$ cat src/rtl/cmpwdt_pkg.sv
package cmpwdt_pkg;

  typedef enum logic [2:0] {
    CS_DIV_SLOW = 3'd0,
    CS_DIV_FAST = 3'd1,
    CS_EXT      = 3'd2,
    CS_SYS      = 3'd3
  } clksel_e;

  typedef struct packed {
    logic [1:0] rsvd;
    logic       idle_sus;
    logic [2:0] clksel;
    logic       lock;
    logic       en;
  } mode_t;

  localparam logic [1:0] ADDR_MODE   = 2'd0;
  localparam logic [1:0] ADDR_RELOAD = 2'd1;
  localparam logic [1:0] ADDR_KICK   = 2'd2;
  localparam logic [1:0] ADDR_FLAG   = 2'd3;

  localparam mode_t MODE_RESET = '{rsvd: 2'b00, idle_sus: 1'b0,
                                   clksel: 3'd0, lock: 1'b0, en: 1'b1};

endpackage

$ cat src/rtl/cmpwdt_prescale.sv
module cmpwdt_prescale
  import cmpwdt_pkg::*;
#(
  parameter int DIV_SLOW = 12,
  parameter int DIV_FAST = 4
) (
  input  logic       clk,
  input  logic       rst_n,
  input  logic       run,
  input  logic [2:0] clksel,
  input  logic       ext_tick,
  output logic       tick
);
  localparam int PRE_W = (DIV_SLOW > 1) ? $clog2(DIV_SLOW) : 1;
  localparam logic [PRE_W-1:0] PRE_LAST = PRE_W'(DIV_SLOW - 1);

  logic [PRE_W-1:0] pre_q;
  logic             slow_hit;
  logic             fast_hit;

  // one phase counter serves both divide ratios (DIV_SLOW is a multiple of DIV_FAST)
  always_ff @(posedge clk) begin
    if (!rst_n) begin
      pre_q <= '0;
    end else if (run) begin
      pre_q <= (pre_q == PRE_LAST) ? '0 : pre_q + 1'b1;
    end
  end

  function automatic logic f_fast_hit(input logic [PRE_W-1:0] p);
    return ((int'(p) % DIV_FAST) == (DIV_FAST - 1));
  endfunction

  assign slow_hit = (pre_q == PRE_LAST);
  assign fast_hit = f_fast_hit(pre_q);

  always_comb begin
    tick = 1'b0;
    if (run) begin
      case (clksel_e'(clksel))
        CS_DIV_FAST: tick = fast_hit;
        CS_EXT:      tick = ext_tick;
        CS_SYS:      tick = 1'b1;
        default:     tick = slow_hit;
      endcase
    end
  end

  // a suspended source never ticks
  p_no_tick_suspended_r9: assert property (@(posedge clk) disable iff (!rst_n)
    !run |-> !tick);

endmodule

$ cat src/rtl/cmpwdt_counter.sv
module cmpwdt_counter #(
  parameter int BYTE_W = 8
) (
  input  logic              clk,
  input  logic              rst_n,
  input  logic              tick,
  input  logic              clear,
  output logic [BYTE_W-1:0] lo,
  output logic [BYTE_W-1:0] hi,
  output logic              lo_wrap
);
  localparam int CNT_W = 2 * BYTE_W;

  logic [CNT_W-1:0] cnt_q;

  always_ff @(posedge clk) begin
    if (!rst_n) begin
      cnt_q <= '0;
    end else if (clear) begin
      cnt_q <= '0;
    end else if (tick) begin
      cnt_q <= cnt_q + 1'b1;
    end
  end

  assign lo      = cnt_q[BYTE_W-1:0];
  assign hi      = cnt_q[CNT_W-1:BYTE_W];
  assign lo_wrap = tick && (&lo);

  // the count moves only on a tick or a clear
  p_hold_without_tick_r8: assert property (@(posedge clk) disable iff (!rst_n)
    (!tick && !clear) |=> $stable(cnt_q));

endmodule

$ cat src/rtl/cmpwdt_ctrl.sv
module cmpwdt_ctrl
  import cmpwdt_pkg::*;
#(
  parameter int BYTE_W = 8
) (
  input  logic              clk,
  input  logic              rst_n,
  input  logic              wr_en,
  input  logic [1:0]        wr_addr,
  input  logic [BYTE_W-1:0] wr_data,
  input  logic              lo_wrap,
  input  logic [BYTE_W-1:0] cnt_hi,
  output mode_t             mode,
  output logic [BYTE_W-1:0] reload,
  output logic              fire,
  output logic              wdt_rst
);
  logic [BYTE_W-1:0] offset_q;
  mode_t             wr_mode;
  logic              wr_mode_ev;
  logic              kick_ev;
  logic              force_ev;
  logic              match_ev;

  function automatic logic [BYTE_W-1:0] f_next_offset(input logic [BYTE_W-1:0] h,
                                                      input logic [BYTE_W-1:0] r);
    return h + r;
  endfunction

  assign wr_mode    = mode_t'(wr_data[7:0]);
  assign wr_mode_ev = wr_en && (wr_addr == ADDR_MODE);
  assign kick_ev    = wr_en && (wr_addr == ADDR_KICK);
  assign force_ev   = wr_en && (wr_addr == ADDR_FLAG) && wr_data[0];
  assign match_ev   = lo_wrap && (cnt_hi == offset_q);
  assign fire       = mode.en && (force_ev || match_ev);

  always_ff @(posedge clk) begin
    if (!rst_n) begin
      mode <= MODE_RESET;
    end else if (wr_mode_ev) begin
      mode.lock <= mode.lock | wr_mode.lock;
      mode.en   <= mode.lock | wr_mode.lock | wr_mode.en;
      if (!mode.en) begin
        mode.clksel   <= wr_mode.clksel;
        mode.idle_sus <= wr_mode.idle_sus;
      end
    end
  end

  always_ff @(posedge clk) begin
    if (!rst_n) begin
      reload <= '0;
    end else if (wr_en && (wr_addr == ADDR_RELOAD)) begin
      reload <= wr_data;
    end
  end

  always_ff @(posedge clk) begin
    if (!rst_n) begin
      offset_q <= '0;
    end else if (kick_ev) begin
      offset_q <= f_next_offset(cnt_hi, reload);
    end
  end

  always_ff @(posedge clk) begin
    if (!rst_n) begin
      wdt_rst <= 1'b0;
    end else begin
      wdt_rst <= fire;
    end
  end

  // lock is sticky and keeps the watchdog enabled
  p_lock_sticky_r6: assert property (@(posedge clk) disable iff (!rst_n)
    mode.lock |=> (mode.lock && mode.en));
  // protected fields stay put while enabled
  p_protect_fields_r7: assert property (@(posedge clk) disable iff (!rst_n)
    mode.en |=> ($stable(mode.clksel) && $stable(mode.idle_sus)));
  // a request always follows a cycle in which the watchdog was enabled
  p_quiet_when_off_r5: assert property (@(posedge clk) disable iff (!rst_n)
    wdt_rst |-> $past(mode.en));
  // an enabled flag write always produces a request
  p_force_fires_r4: assert property (@(posedge clk) disable iff (!rst_n)
    (force_ev && mode.en) |=> wdt_rst);

endmodule

$ cat src/rtl/cmpwdt_top.sv
module cmpwdt_top
  import cmpwdt_pkg::*;
#(
  parameter int BYTE_W   = 8,
  parameter int DIV_SLOW = 12,
  parameter int DIV_FAST = 4
) (
  input  logic              clk,
  input  logic              rst_n,
  input  logic              cpu_idle,
  input  logic              ext_tick,
  input  logic              wr_en,
  input  logic [1:0]        wr_addr,
  input  logic [BYTE_W-1:0] wr_data,
  output logic              wdt_rst,
  output logic [BYTE_W-1:0] cnt_lo,
  output logic [BYTE_W-1:0] cnt_hi,
  output logic [7:0]        mode_o,
  output logic [BYTE_W-1:0] reload_o
);
  mode_t mode;
  logic  run;
  logic  tick;
  logic  lo_wrap;
  logic  fire;

  assign run    = !(mode.idle_sus && cpu_idle);
  assign mode_o = mode;

  cmpwdt_prescale #(.DIV_SLOW(DIV_SLOW), .DIV_FAST(DIV_FAST)) u_pre (
    .clk      (clk),
    .rst_n    (rst_n),
    .run      (run),
    .clksel   (mode.clksel),
    .ext_tick (ext_tick),
    .tick     (tick)
  );

  cmpwdt_counter #(.BYTE_W(BYTE_W)) u_cnt (
    .clk     (clk),
    .rst_n   (rst_n),
    .tick    (tick),
    .clear   (fire),
    .lo      (cnt_lo),
    .hi      (cnt_hi),
    .lo_wrap (lo_wrap)
  );

  cmpwdt_ctrl #(.BYTE_W(BYTE_W)) u_ctrl (
    .clk     (clk),
    .rst_n   (rst_n),
    .wr_en   (wr_en),
    .wr_addr (wr_addr),
    .wr_data (wr_data),
    .lo_wrap (lo_wrap),
    .cnt_hi  (cnt_hi),
    .mode    (mode),
    .reload  (reload_o),
    .fire    (fire),
    .wdt_rst (wdt_rst)
  );

  // the counter is zero while the request pulse is high
  p_pulse_clears_r3: assert property (@(posedge clk) disable iff (!rst_n)
    wdt_rst |-> ((cnt_lo == '0) && (cnt_hi == '0)));
  // a timeout pulse is not followed by a second one unless forced
  p_single_pulse_r3: assert property (@(posedge clk) disable iff (!rst_n)
    (wdt_rst && !(wr_en && wr_addr == ADDR_FLAG)) |=> !wdt_rst);

endmodule

$ cat config.mk
export PLATFORM = sky130hd
export DESIGN_NAME = cmpwdt_top
export DESIGN_NICKNAME = d
export VERILOG_FILES = /design/src/rtl/cmpwdt_pkg.sv /design/src/rtl/cmpwdt_prescale.sv /design/src/rtl/cmpwdt_counter.sv /design/src/rtl/cmpwdt_ctrl.sv /design/src/rtl/cmpwdt_top.sv
export SDC_FILE = /design/constraint.sdc
export NUM_CORES = 1
export LEC_CHECK = 0
export BUFFER_PORTS_ARGS = -buffer_cell sky130_fd_sc_hd__buf_2
export CAP_MARGIN = 20
export CORE_ASPECT_RATIO = 1.1
export CORE_MARGIN = 1.5
export CORE_UTILIZATION = 40
export CTS_CLUSTER_DIAMETER = 150
export DETAILED_ROUTE_END_ITERATION = 10
export GPL_TIMING_DRIVEN = 0
export HOLD_SLACK_MARGIN = 0.02
export SLEW_MARGIN = 10
export SYNTH_ARGS = -nofsm -noshare
export SYNTH_HDL_FRONTEND = slang
export SYNTH_SLANG_ARGS = --single-unit
export TNS_END_PERCENT = 100
$ cat constraint.sdc
create_clock -name clk -period 5.5 [get_ports clk]
set_clock_uncertainty 0.2 [all_clocks]
set_input_delay 1.1 -clock clk [delete_from_list [all_inputs] [get_ports clk]]
set_output_delay 1.1 -clock clk [all_outputs]
set_load 0.01 [all_outputs]
==> results.sh <==
export IMPL_min_period_ns=2.35
export IMPL_syn_area_sq_um=2290
export IMPL_crit_chain="buf_2 -> or4b_1 -> and2_4 -> nand3_4 -> o31ai_4 -> buf_6 -> nor2_1"
export IMPL_register_area_sq_um=861
export IMPL_initial_core_util=0.420
export IMPL_area_delta_synth_final_pct=18.8
export IMPL_drt_iter0_drc=96
export IMPL_grt_overflow=0
export IMPL_first_pass_iters=4
export IMPL_numCtsBuffers=5
export IMPL_crit_path_start_kind="primary input"
export IMPL_leakage_nw=1.19
export IMPL_antenna_found_initial=0
export IMPL_cts_resized_gates=0
export IMPL_nFillCells=578
export IMPL_max_stage_delay_ns=0.50
export IMPL_arrival_ns=2.38
export IMPL_ys_async_sr_fraction=0
export IMPL_place_gp_congestion=0.764
export IMPL_port_buffers=44
export IMPL_status="completed"
export IMPL_synth_area_leaders="dfxtp_1, xor2_1, nand2_1"
export IMPL_synth_top_cell_by_area="dfxtp_1"
export IMPL_rows=28
export IMPL_crit_fanout=10
export IMPL_dpl_hpwl_um=4060
export IMPL_wl_per_cell_um=13.4
export IMPL_max_freq_ghz=0.426
export IMPL_synth_area_per_cell_sq_um=8.46
export IMPL_final_util=0.498
export IMPL_max_cap_viol_count=0
export IMPL_rsz0062_at_grt="no"
export IMPL_synthCells=271
export IMPL_layout_drive_gt1_share=0.219
export IMPL_drtAntennaViolNets=0
export IMPL_yosysMostFrequentCell="dfxtp_1"
export IMPL_post_cts_buffers=0
export IMPL_yosysSeqAreaShare=0.375
export IMPL_core_sq_um=5470
export IMPL_setup_tns_ns=0
export IMPL_io_pins=48
export IMPL_wl_um=5350
export IMPL_max_slew_margin=0.627
export IMPL_chipHeight_um=82.4
export IMPL_die_x_um=75.2
export IMPL_vdd_ir_drop_max_mv=0.168
export IMPL_synth_top_area_frac=0.375
export IMPL_drcViolationCount=0
export IMPL_num_antenna_cells=0
export IMPL_clock_sinks=43
export IMPL_num_nets_final=348
export IMPL_finalHoldViolCount=0
export IMPL_clock_latency_ns=0.30
export IMPL_slowest_stage="or4b_1"
export IMPL_netlist_top_cells_count="dfxtp_1, nand2_1, nor2_1"
export IMPL_synthFlopType="dfxtp_1"
export IMPL_cts_clk_slew_worst_paths_ns=0.09
export IMPL_cts_root_buf="clkbuf_8"
export IMPL_synth_edf_count=0
export IMPL_yosysWarnings=0
export IMPL_finalMaxSlewViolations=0
export IMPL_cts_max_level=2
export IMPL_path_class="primary input to register"
export IMPL_setup_viol=0
export IMPL_end_kind="register"
export IMPL_ys_ff_latch=43
export IMPL_worstHoldPathType="register to register"
export IMPL_synth_cell_types=49
export IMPL_grt_usage=0.184
export IMPL_cp_required_ns=5.54
export IMPL_viasPerCell=4.98
export IMPL_crit_buf_inv=2
export IMPL_grt_pass1_wl_um=8560
export IMPL_grt_pass1_vias=1751
export IMPL_dieArea_sq_um=6200
export IMPL_critPathTopFamily="simple AND/OR/NAND/NOR gates"
export IMPL_vias=1988
export IMPL_period_share=0.427
export IMPL_power_per_cell_area_nw_per_um2=227
export IMPL_hold_buffers=0
export IMPL_grt_start_max_net_pins=15
export IMPL_cts_buffer_depth=2
export IMPL_tritoncts="yes"
export IMPL_worst_slew_pin_slew_ns=0.559
export IMPL_multi_input_area_sq_um=1320
[kinds of logic (layout without fill, tap and decap cells)]
kind of cell,count (synthesis),count (layout),share of synthesized area
DFF,43,43,0.375
other,1,2,0.00164
adders and majority gates,10,10,0.0578
AOI/OAI and AO/OA,45,45,0.121
buffers and inverters,19,71,0.0507
muxes,4,4,0.0175
and+or+nand+nor,123,123,0.277
xor gates and xnor gates,26,26,0.0993
[per-stage QoR]
stage / instances / hold slack, ns / total power [W] / cell area [sq um] / setup WS, ns
final: 399 / 0.271 / 0.000618 / 2720 / 3.15
after global routing: 399 / 0.295 / 0.000645 / 2720 / 3.09
after CTS: 399 / 0.274 / 0.000625 / 2720 / 3.15
after detailed placement: 391 / 0.262 / 0.000376 / 2610 / 2.85
after global placement: 391 / 0.250 / 0.000375 / 2610 / 2.85
after floorplan: 272 / 0.243 / 0.000357 / 2300 / 3.02
[final timing paths]
| check | startpoint | cells after the start | end | slack, ns |
|---|---|---|---|---|
| worst max register to register | u_cnt.cnt_q[8] | 8 | u_ctrl.offset_q[6] | 3.29 |
| worst max-delay path | ext_tick | 7 | u_cnt.cnt_q[15] | 3.15 |
| worst min-delay path | u_ctrl.offset_q[5] | 2 | u_ctrl.offset_q[5] | 0.27 |
| worst min register to register | u_ctrl.offset_q[5] | 2 | u_ctrl.offset_q[5] | 0.27 |
[metal layers]
metal	up-vias	GRT usage	wire length [um]
li1	1041	-	-
met3	2	0.0364	197
met5	-	0	0
met4	0	0.0429	27
met1	903	0.265	2670
met2	42	0.283	2450
[flip-flops by register name (all words and copies together) (netlist names)]
name and cells:
u_cnt.cnt_q 16, u_ctrl.mode 6, u_ctrl.offset_q 8, u_ctrl.reload 8
u_ctrl.wdt_rst 1, u_pre.pre_q 4
[report_power, final]
| part | switching, W | total, W | leakage (nW) | internal (W) |
|---|---|---|---|---|
| combinational | 0.0000271 | 0.0000464 | 0.779 | 0.0000193 |
| clock | 0.000115 | 0.000250 | 0.0581 | 0.000135 |
| sequential | 0.00000499 | 0.000321 | 0.348 | 0.000317 |
[placed cells by master, fill, tap and decap left out, types with 3 or more instances in the layout]
| cell type | n |
|---|---|
| mux2i_1 | 4 |
| a21oi_1 | 23 |
| o21ai_0 | 8 |
| buf_6 | 3 |
| clkbuf_1 | 4 |
| inv_1 | 8 |
| nor2_1 | 26 |
| or3_1 | 4 |
| ha_1 | 9 |
| xnor2_1 | 8 |
| nand4_1 | 6 |
| nor3_1 | 9 |
| o211ai_1 | 4 |
| nand3_1 | 8 |
| nand2_1 | 41 |
| buf_2 | 45 |
| nor4_1 | 4 |
| xor2_1 | 18 |
| clkbuf_8 | 5 |
| and3_1 | 3 |
| dfxtp_1 | 43 |
[final cells by class]
type	instances	area share
clock buffers	5	0.0253
multi-input cells	210	0.485
repair buffers	44	0.0808
flip-flops and latches	43	0.316
inverters	9	0.0175
clock inverters	3	0.0161
well taps	75	0.0345
plain buffers	10	0.0253
[worst min-delay path, stage by stage, from the launching register on]
cell and delay, ns:
dfxtp_1 0.33, nand2_1 0.05, a21oi_1 0.05
(Power assumes the default switching activity.)
